<file path="src/rtl/ufu_pkg.sv">
package ufu_pkg;
  localparam int unsigned ST_TBE  = 0;
  localparam int unsigned ST_TSBE = 1;
  localparam int unsigned ST_RBF  = 2;
  localparam int unsigned ST_PE   = 3;
  localparam int unsigned ST_FE   = 4;
  localparam int unsigned ST_OV   = 5;
  localparam int unsigned ST_SUM  = 6;

  localparam int unsigned CT_TE  = 0;
  localparam int unsigned CT_RE  = 1;
  localparam int unsigned CT_CLR = 2;

  localparam int unsigned ADDR_W = 3;

  typedef enum logic [ADDR_W-1:0] {
    A_STAT = 3'd0,
    A_ERRV = 3'd1,
    A_CTRL = 3'd2,
    A_MASK = 3'd3,
    A_TXD  = 3'd4,
    A_RXD  = 3'd5
  } reg_sel_e;
endpackage

</file>
<file path="src/rtl/ufu_tx_track.sv">
module ufu_tx_track #(
  parameter int unsigned DATA_W = 8
) (
  input  logic              clk,
  input  logic              rst,
  input  logic              te_i,
  input  logic              wr_i,
  input  logic [DATA_W-1:0] wdata_i,
  input  logic              flush_i,
  input  logic              done_i,
  output logic              tbe_o,
  output logic              tsbe_o,
  output logic              load_o,
  output logic [DATA_W-1:0] byte_o
);
  logic [DATA_W-1:0] hold_q;
  logic              move;

  assign move = !tbe_o && tsbe_o && te_i;

  always_ff @(posedge clk) begin
    if (rst) begin
      tbe_o  <= 1'b1;
      tsbe_o <= 1'b1;
      load_o <= 1'b0;
      byte_o <= '0;
      hold_q <= '0;
    end else begin
      load_o <= move;
      if (move) begin
        byte_o <= hold_q;
        tsbe_o <= 1'b0;
      end else if (done_i) begin
        tsbe_o <= 1'b1;
      end
      if (wr_i) begin
        hold_q <= wdata_i;
        tbe_o  <= 1'b0;
      end else if (flush_i || move) begin
        tbe_o <= 1'b1;
      end
    end
  end

  p_load_takes_shift_r2: assert property (@(posedge clk) disable iff (rst)
    load_o |-> !tsbe_o);
  p_done_frees_shift_r3: assert property (@(posedge clk) disable iff (rst)
    (done_i && !tsbe_o) |=> tsbe_o);
  p_hold_while_off_r4: assert property (@(posedge clk) disable iff (rst)
    !te_i |=> !load_o);
endmodule

</file>
<file path="src/rtl/ufu_rx_track.sv">
module ufu_rx_track #(
  parameter int unsigned DATA_W = 8
) (
  input  logic              clk,
  input  logic              rst,
  input  logic              re_i,
  input  logic              valid_i,
  input  logic [DATA_W-1:0] byte_i,
  input  logic              perr_i,
  input  logic              ferr_i,
  input  logic              rd_clr_i,
  input  logic              err_wr_i,
  input  logic [2:0]        keep_i,
  output logic              rbf_o,
  output logic              pe_o,
  output logic              fe_o,
  output logic              ov_o,
  output logic [DATA_W-1:0] data_o
);
  logic              evt;
  logic              rbf_n, pe_n, fe_n, ov_n;
  logic [DATA_W-1:0] data_n;

  assign evt = valid_i && re_i;

  always_comb begin
    rbf_n  = rbf_o;
    pe_n   = pe_o;
    fe_n   = fe_o;
    ov_n   = ov_o;
    data_n = data_o;
    if (rd_clr_i) begin
      rbf_n = 1'b0;
      pe_n  = 1'b0;
      fe_n  = 1'b0;
      ov_n  = 1'b0;
    end
    if (err_wr_i) begin
      pe_n = pe_n & keep_i[0];
      fe_n = fe_n & keep_i[1];
      ov_n = ov_n & keep_i[2];
    end
    if (evt) begin
      if (rbf_o && !rd_clr_i) begin
        ov_n = 1'b1;
      end else begin
        rbf_n  = 1'b1;
        data_n = byte_i;
        pe_n   = pe_n | perr_i;
        fe_n   = fe_n | ferr_i;
      end
    end
  end

  always_ff @(posedge clk) begin
    if (rst) begin
      rbf_o  <= 1'b0;
      pe_o   <= 1'b0;
      fe_o   <= 1'b0;
      ov_o   <= 1'b0;
      data_o <= '0;
    end else begin
      rbf_o  <= rbf_n;
      pe_o   <= pe_n;
      fe_o   <= fe_n;
      ov_o   <= ov_n;
      data_o <= data_n;
    end
  end

  p_overrun_keeps_r7: assert property (@(posedge clk) disable iff (rst)
    (evt && rbf_o && !rd_clr_i) |=> (ov_o && data_o == $past(data_o)));
  p_read_clears_r9: assert property (@(posedge clk) disable iff (rst)
    (rd_clr_i && !evt) |=> (!rbf_o && !pe_o && !fe_o && !ov_o));
  p_ignored_when_off_r11: assert property (@(posedge clk) disable iff (rst)
    (!re_i && !rd_clr_i && !err_wr_i) |=> ($stable(rbf_o) && $stable(data_o) && $stable(ov_o)));
endmodule

</file>
<file path="src/rtl/ufu_irq_merge.sv">
module ufu_irq_merge #(
  parameter int unsigned REG_W = 16
) (
  input  logic             clk,
  input  logic             rst,
  input  logic [REG_W-1:0] status_i,
  input  logic [REG_W-1:0] mask_i,
  output logic             irq_o
);
  logic [REG_W-1:0] hit;

  for (genvar i = 0; i < REG_W; i++) begin : g_hit
    assign hit[i] = status_i[i] & mask_i[i];
  end

  always_ff @(posedge clk) begin
    if (rst) irq_o <= 1'b0;
    else     irq_o <= |hit;
  end

  p_irq_follows_r12: assert property (@(posedge clk) disable iff (rst)
    1'b1 |=> (irq_o == |($past(status_i) & $past(mask_i))));
endmodule

</file>
<file path="src/rtl/uart_flag_unit.sv">
module uart_flag_unit #(
  parameter int unsigned DATA_W = 8,
  parameter int unsigned REG_W  = 16
) (
  input  logic                      clk,
  input  logic                      rst,
  input  logic [ufu_pkg::ADDR_W-1:0] bus_addr,
  input  logic                      bus_wr,
  input  logic                      bus_rd,
  input  logic [REG_W-1:0]          bus_wdata,
  output logic [REG_W-1:0]          bus_rdata,
  output logic                      tx_load,
  output logic [DATA_W-1:0]         tx_byte,
  input  logic                      tx_shift_done,
  input  logic                      rx_valid,
  input  logic [DATA_W-1:0]         rx_byte,
  input  logic                      rx_perr,
  input  logic                      rx_ferr,
  output logic                      irq
);
  import ufu_pkg::*;

  localparam logic [REG_W-1:0] CTRL_KEEP = REG_W'((1 << CT_TE) | (1 << CT_RE));
  localparam logic [REG_W-1:0] MASK_KEEP = REG_W'((1 << ST_TBE) | (1 << ST_TSBE) |
                                                  (1 << ST_RBF) | (1 << ST_SUM));
  localparam logic [REG_W-1:0] ERR_VIEW  = REG_W'((1 << ST_PE) | (1 << ST_FE) |
                                                  (1 << ST_OV) | (1 << ST_SUM));

  reg_sel_e         sel;
  logic [REG_W-1:0] ctrl_q, mask_q, stat;
  logic             wr_ctrl, wr_mask, wr_txd, wr_errv, rd_rxd, flush;
  logic             tbe, tsbe, rbf, pe, fe, ov;
  logic [DATA_W-1:0] rx_data;

  assign sel     = reg_sel_e'(bus_addr);
  assign wr_ctrl = bus_wr && (sel == A_CTRL);
  assign wr_mask = bus_wr && (sel == A_MASK);
  assign wr_txd  = bus_wr && (sel == A_TXD);
  assign wr_errv = bus_wr && (sel == A_ERRV);
  assign rd_rxd  = bus_rd && (sel == A_RXD);
  assign flush   = wr_ctrl && bus_wdata[CT_CLR];

  always_ff @(posedge clk) begin
    if (rst) begin
      ctrl_q <= '0;
      mask_q <= '0;
    end else begin
      if (wr_ctrl) ctrl_q <= bus_wdata & CTRL_KEEP;
      if (wr_mask) mask_q <= bus_wdata & MASK_KEEP;
    end
  end

  ufu_tx_track #(.DATA_W(DATA_W)) u_tx (
    .clk    (clk),
    .rst    (rst),
    .te_i   (ctrl_q[CT_TE]),
    .wr_i   (wr_txd),
    .wdata_i(bus_wdata[DATA_W-1:0]),
    .flush_i(flush),
    .done_i (tx_shift_done),
    .tbe_o  (tbe),
    .tsbe_o (tsbe),
    .load_o (tx_load),
    .byte_o (tx_byte)
  );

  ufu_rx_track #(.DATA_W(DATA_W)) u_rx (
    .clk     (clk),
    .rst     (rst),
    .re_i    (ctrl_q[CT_RE]),
    .valid_i (rx_valid),
    .byte_i  (rx_byte),
    .perr_i  (rx_perr),
    .ferr_i  (rx_ferr),
    .rd_clr_i(rd_rxd),
    .err_wr_i(wr_errv),
    .keep_i  ({bus_wdata[ST_OV], bus_wdata[ST_FE], bus_wdata[ST_PE]}),
    .rbf_o   (rbf),
    .pe_o    (pe),
    .fe_o    (fe),
    .ov_o    (ov),
    .data_o  (rx_data)
  );

  always_comb begin
    stat          = '0;
    stat[ST_TBE]  = tbe;
    stat[ST_TSBE] = tsbe;
    stat[ST_RBF]  = rbf;
    stat[ST_PE]   = pe;
    stat[ST_FE]   = fe;
    stat[ST_OV]   = ov;
    stat[ST_SUM]  = pe | fe | ov;
  end

  ufu_irq_merge #(.REG_W(REG_W)) u_irq (
    .clk     (clk),
    .rst     (rst),
    .status_i(stat),
    .mask_i  (mask_q),
    .irq_o   (irq)
  );

  always_ff @(posedge clk) begin
    if (rst) begin
      bus_rdata <= '0;
    end else if (bus_rd) begin
      case (sel)
        A_STAT:  bus_rdata <= stat;
        A_ERRV:  bus_rdata <= stat & ERR_VIEW;
        A_CTRL:  bus_rdata <= ctrl_q;
        A_MASK:  bus_rdata <= mask_q;
        A_RXD:   bus_rdata <= REG_W'(rx_data);
        default: bus_rdata <= '0;
      endcase
    end else begin
      bus_rdata <= '0;
    end
  end

  p_rdata_idle_r13: assert property (@(posedge clk) disable iff (rst)
    !bus_rd |=> (bus_rdata == '0));
  p_ctrl_clr_reads_zero_r5: assert property (@(posedge clk) disable iff (rst)
    (bus_rd && sel == A_CTRL) |=> !bus_rdata[CT_CLR]);
endmodule

</file>
<file path="config.mk">
export PLATFORM = sky130hd
export DESIGN_NAME = uart_flag_unit
export DESIGN_NICKNAME = d
export VERILOG_FILES = /design/src/rtl/ufu_pkg.sv /design/src/rtl/ufu_tx_track.sv /design/src/rtl/ufu_rx_track.sv /design/src/rtl/ufu_irq_merge.sv /design/src/rtl/uart_flag_unit.sv
export SDC_FILE = /design/constraint.sdc
export NUM_CORES = 1
export LEC_CHECK = 0
export CAP_MARGIN = 20
export CORE_ASPECT_RATIO = 0.7
export CORE_MARGIN = 10
export CORE_UTILIZATION = 50
export DETAILED_ROUTE_END_ITERATION = 16
export PLACE_DENSITY = 0.84
export SLEW_MARGIN = 40
export SYNTH_ARGS = -nofsm -noshare
export SYNTH_HDL_FRONTEND = slang
export SYNTH_SLANG_ARGS = --single-unit
</file>
<file path="constraint.sdc">
create_clock -name clk -period 2.78 [get_ports clk]
set_clock_uncertainty 0.15 [all_clocks]
set_input_delay 0.278 -clock clk [delete_from_list [all_inputs] [get_ports clk]]
set_output_delay 0.278 -clock clk [all_outputs]
set_load 0.05 [all_outputs]
</file>
==> reports/metrics.csv, run 1 <==
stage;metric;value;unit
status;status;finished, final reports clean;
synth;top cells by area, synth;dfxtp_1, mux2i_1, nand2b_1;
final_layout;layout cells sized above 1;7.63;%
clock_network;hold-fix buffers at CTS;0;
final_layout;Area Overhead vs Synth;26.1;%
drt;Vias/cell;5.25;
placement;Port Buffer Count;44;
timing;crit path time final;1900;ps
clock_network;clock-pin transition on the worst setup and hold timing paths;90;ps
critical_path;RR Startpoint;u_tx.tsbe_o;
final_layout;commonest non-fill, non-tap cell in the layout;dfxtp_1;
synth;fraction of post-synthesis cell area in the top cell type by area;45.3;%
synth;Synth warnings;0;
drt;Post-route DRC;0;
final_layout;ant diodes;0;
clock_network;depth of the CTS H-tree;2;
critical_path;Worst Setup SP;u_tx.byte_o[1];
synth;cell taking the most area after synthesis;dfxtp_1;
clock_network;post-CTS setup buffers;0;
clock_network;clock root cell;clkbuf_8;
floorplanning;Die ar.;7060;sq um
synth;syn avg cell area;9.88;sq um
drt;DRT Pass-1 Iters;4;
timing;Tcrit/Tclk final;68.4;%
floorplanning;die height;73.4;um
clock_network;post-CTS resize count;0;
clock_network;CTS tree;built;
final_layout;Finished Layout Cells;301;
critical_path;Worst EP required;2350;ps
worst_hold_path;HP Start;u_rx.data_o[6];
critical_path;CP top delay family;buffers and inverters;
timing;RSZ-0062 raised after global routing;false;
timing;post-route setup TNS;0;ps
timing;Hold Vio Cnt, Final;0;
synth;Yosys cell types;34;
synth;FF+latch count, synth;46;
final_layout;Nets;283;
timing;slew margin rel.;57.6;%
floorplanning;Chip Width;96.2;um
critical_path;Max stage delay on crit path;820;ps
critical_path;critical path class;register to primary output;
critical_path;critical path fanouts, max;2;
power;Worst VDD drop;0.271;mV
clock_network;CTS Sinks;46;
drt;via count;1581;
global_route;largest net degree at the start of global routing;32;
floorplanning;Ports;61;
global_route;first-pass GRT wire length;7250;um
power;pwr/cell area;479;nW/um^2
synth;sequential share of the synthesized area;45.3;%
drt;drt total wl;4570;um
worst_hold_path;worst hold-check path type;register to register;
synth;cell count after synthesis;206;
floorplanning;Std-Cell Rows;19;
power;post-layout power;1.23;mW
drt;Avg WL per Cell;15.2;um
floorplanning;Starting Density;51.9;%
clock_network;Clock Path Buffers;2;
timing;Max Fclk;526;MHz
timing;max-slew violations;0;
drt;Iteration-0 DRC Markers;86;
global_route;initial antenna violation count;0;
job;Max-Cap Viols;0;
critical_path;Buf+Inv Stages, Crit Path;1;
critical_path;CP endpoint kind;primary output;
final_layout;most frequent cells in the layout;dfxtp_1, clkdlybuf4s50_1, mux2i_1;
placement;placed cells;293;
timing;final setup fails;0;
timing;Worst-Margin Slew;634;ps
floorplanning;core area;3920;sq um
critical_path;Crit-path slowest cell;clkdlybuf4s50_1;
global_route;vias in the first global route;1499;
global_route;GRT overflow;0;
critical_path;Cell Chain, Critical Path;clkdlybuf4s50_1;
critical_path;Worst EP arrival;1470;ps
placement;hpwl dp;3410;um
clock_network;total CTS buffers;5;
synth;Mapped Area;2030;sq um
power;Leakage;1.03;nW
global_route;GRT Util Overall;12.9;%
placement;Final GP Congestion;0.811;
drt;DRT antenna net count;0;
clock_network;insertion delay to the later sink of the worst-skew pair;300;ps
critical_path;Startpoint Class;register;
-- where the power goes --
group	switching [mW]	internal (mW)
registers	0.00534	0.665
clock network	0.219	0.205
logic	0.0730	0.0622
total	0.297	0.933
-- logic make-up after synthesis --
logic type	count (synthesis)	share of synthesized area, %
compound gates	28	9.04
simple gates	76	22.8
other cells	1	0.184
buf+inv	23	6.89
flops	46	45.3
mux	32	15.9
-- cell type report --
class                           instances  area [sq um]
Tap cell                               52          65.1
Clock inverter                          1          8.76
Clock buffer                            7          86.3
Timing Repair Buffer                   49           478
Multi-Input combinational cell        144          1000
Sequential cell                        46           921
Fill cell                             336          1360
Inverter                                2          7.51
-- sequential cells by signal, summed over array words and instances, names as in the netlist, 2 cells and up --
name / flops
bus_rdata: 8
u_rx.data_o: 8
u_tx.byte_o: 8
u_tx.hold_q: 8
mask_q: 4
ctrl_q: 2
-- synthesized netlist by cell type (all sizes together) --
cell	instances
and4bb	2
nand2	6
mux2	2
o21bai	1
buf	17
conb	1
nor2	26
dfxtp	46
nand2b	22
nand3b	2
inv	2
nand3	4
clkbuf	4
and4b	1
nand4bb	1
a222oi	1
mux2i	30
a21oi	12
o21ai	6
and3b	8
a211oi	1
or3	1
a21o	1
o2111ai	2
a221oi	1
nand4b	3
a211o	1
o211ai	2
-- through the flow --
step	cell area, sq um	setup WS [ps]	hold WS [ps]	util [%]
floorplan	2060	1440	265	-
global route	2570	846	358	65.4
global placement	2470	720	313	63.0
detailed placement	2470	724	316	63.0
finish	2570	877	331	65.4
CTS	2570	872	333	65.4
-- final timing paths --
check | to | slack [ps] | cells after the start
worst max-delay path | tx_byte[1] | 880 | 1
worst min-delay path | u_rx.data_o[6] | 330 | 2
worst max register to register | u_tx.byte_o[1] | 1190 | 3
worst min register to register | u_rx.data_o[6] | 330 | 2
-- metal layers --
layer,vias to the layer above,track usage [%],wire [um]
li1,777,-,-
met1,753,16.0,2110
met2,45,20.2,2080
met3,6,4.78,328
met4,0,4.24,46
met5,-,0,0
Power figures use the tool's default switching activity.
==> inputs of run 2 (changes only) <==
CORE_UTILIZATION = 46   (was 50)
PLACE_DENSITY = 0.78   (was 0.84)
clock period = 2 ns   (was 2.78 ns; I/O delays follow)
==> reports/metrics.csv, run 2 (synthesis gave the netlist of run 1 again) <==
stage;metric;value;unit;change
clock_network;clock-pin transition on the worst setup and hold timing paths;70;ps;was 90 ps
drt;Vias/cell;5.07;;was 5.25
clock_network;Clock Path Buffers;2;;unchanged
placement;Port Buffer Count;44;;unchanged
placement;Final GP Congestion;0.760;;was 0.811
global_route;GRT Util Overall;12.0;%;was 12.9%
final_layout;Nets;286;;was 283
critical_path;Max stage delay on crit path;810;ps;was 820 ps
floorplanning;Chip Width;99.5;um;was 96.2 um
clock_network;depth of the CTS H-tree;2;;unchanged
drt;DRT Pass-1 Iters;6;;was 4
drt;drt total wl;4400;um;was 4570 um
timing;Worst-Margin Slew;503;ps;was 634 ps
final_layout;most frequent cells in the layout;dfxtp_1, clkdlybuf4s50_1, mux2i_1;;unchanged
timing;Hold Vio Cnt, Final;0;;unchanged
timing;WHS;317;ps;was 331 ps
power;Leakage;1.04;nW;was 1.03 nW
critical_path;Worst EP arrival;1440;ps;was 1470 ps
global_route;largest net degree at the start of global routing;29;;was 32
clock_network;CTS Sinks;46;;unchanged
global_route;initial antenna violation count;0;;unchanged
final_layout;Filler cells;372;;was 336
critical_path;Buf+Inv Stages, Crit Path;1;;unchanged
global_route;vias in the first global route;1551;;was 1499
global_route;first-pass GRT wire length;7310;um;was 7250 um
drt;Avg WL per Cell;14.4;um;was 15.2 um
clock_network;insertion delay to the later sink of the worst-skew pair;290;ps;was 300 ps
worst_hold_path;worst hold-check path type;input pin to register;;was register to register
timing;final setup fails;0;;unchanged
floorplanning;Std-Cell Rows;20;;was 19
drt;DRT antenna net count;0;;unchanged
floorplanning;Ports;61;;unchanged
critical_path;Startpoint Class;register;;unchanged
job;Max-Cap Viols;0;;unchanged
final_layout;ant diodes;0;;unchanged
final_layout;commonest non-fill, non-tap cell in the layout;dfxtp_1;;unchanged
timing;slew margin rel.;66.3;%;was 57.6%
critical_path;critical path fanouts, max;2;;unchanged
floorplanning;core area;4300;sq um;was 3920 sq um
final_layout;design area;2580;sq um;was 2570 sq um
timing;Tcrit/Tclk final;89.7;%;
drt;Post-route DRC;0;;unchanged
final_layout;layout cells sized above 1;8.40;%;was 7.63%
timing;crit path time final;1790;ps;
status;status;finished, final reports clean;;unchanged
critical_path;CP top delay family;buffers and inverters;;unchanged
global_route;GRT overflow;0;;unchanged
floorplanning;die height;75.6;um;was 73.4 um
placement;hpwl dp;3430;um;was 3410 um
placement;Post-DP Area;2500;sq um;was 2470 sq um
drt;Iteration-0 DRC Markers;80;;was 86
clock_network;CTS tree;built;;unchanged
drt;via count;1545;;was 1581
floorplanning;Starting Density;47.3;%;was 51.9%
critical_path;Worst EP required;1650;ps;was 2350 ps
clock_network;hold-fix buffers at CTS;0;;unchanged
power;Worst VDD drop;0.350;mV;was 0.271 mV
clock_network;post-CTS resize count;0;;unchanged
critical_path;CP endpoint kind;primary output;;unchanged
clock_network;post-CTS setup buffers;0;;unchanged
final_layout;Area Overhead vs Synth;26.8;%;was 26.1%
timing;post-route setup TNS;0;ps;unchanged
clock_network;clock root cell;clkbuf_8;;unchanged
timing;Max Fclk;558;MHz;
power;pwr/cell area;647;nW/um^2;was 479 nW/um^2
floorplanning;Die ar.;7530;sq um;was 7060 sq um
timing;RSZ-0062 raised after global routing;false;;unchanged
critical_path;Cell Chain, Critical Path;clkdlybuf4s50_1;;unchanged
critical_path;Crit-path slowest cell;clkdlybuf4s50_1;;unchanged
critical_path;critical path class;register to primary output;;unchanged
clock_network;total CTS buffers;5;;unchanged
timing;max-slew violations;0;;unchanged
[run 2: cell count changes in the layout (fill, tap and decap cells not counted), sizes merged]
cell | before | now
clkbuf | 7 | 6
buf | 5 | 8
inv | 3 | 2
[run 2: worst min-delay path, cell delays in order]
cell,delay (ps)
clkdlybuf4s50_1,390
nand2b_1,60
mux2i_1,60
[run 2: area by class of cell]
type	instances	area (sq um)	area share, %
repair buffers	52	500	19.4
inverters	2	7.51	0.291
flip-flops and latches	46	921	35.7
well taps	55	68.8	2.67
multi-input cells	144	1000	38.7
clock buffers	6	82.6	3.20
[run 2: per-stage QoR]
step	utilization, %	instances	setup slack [ps]	power, mW
floorplan	-	213	737	1.08
global placement	58.0	299	124	1.14
detailed placement	58.0	299	66.9	1.14
CTS	59.9	305	191	1.68
global route	59.9	305	152	1.73
finish	59.9	305	206	1.67
[run 2: power by group]
part / internal, mW / leakage (nW) / switching [mW]
registers: 0.925 / 0.371 / 0.00682
logic: 0.0890 / 0.621 / 0.101
clock network: 0.266 / 0.0431 / 0.281
[run 2: path summary, 6_finish.rpt]
path	from	endpoint	slack, ps	cells past startpoint
setup / recovery	u_tx.byte_o[7]	tx_byte[7]	210	1
hold / removal	rx_byte[5]	u_rx.data_o[5]	320	3
setup reg to reg	ctrl_q[1]	u_rx.data_o[4]	610	3
hold reg to reg	u_rx.data_o[2]	u_rx.data_o[2]	330	2
[run 2: metal layers]
layer  track usage [%]  vias up  wire length, um
li1                  -      785                -
met1              15.4      710             2140
met2              17.7       43             1900
met3              4.80        7              304
met4              4.60        0               50
met5                 0        -                0
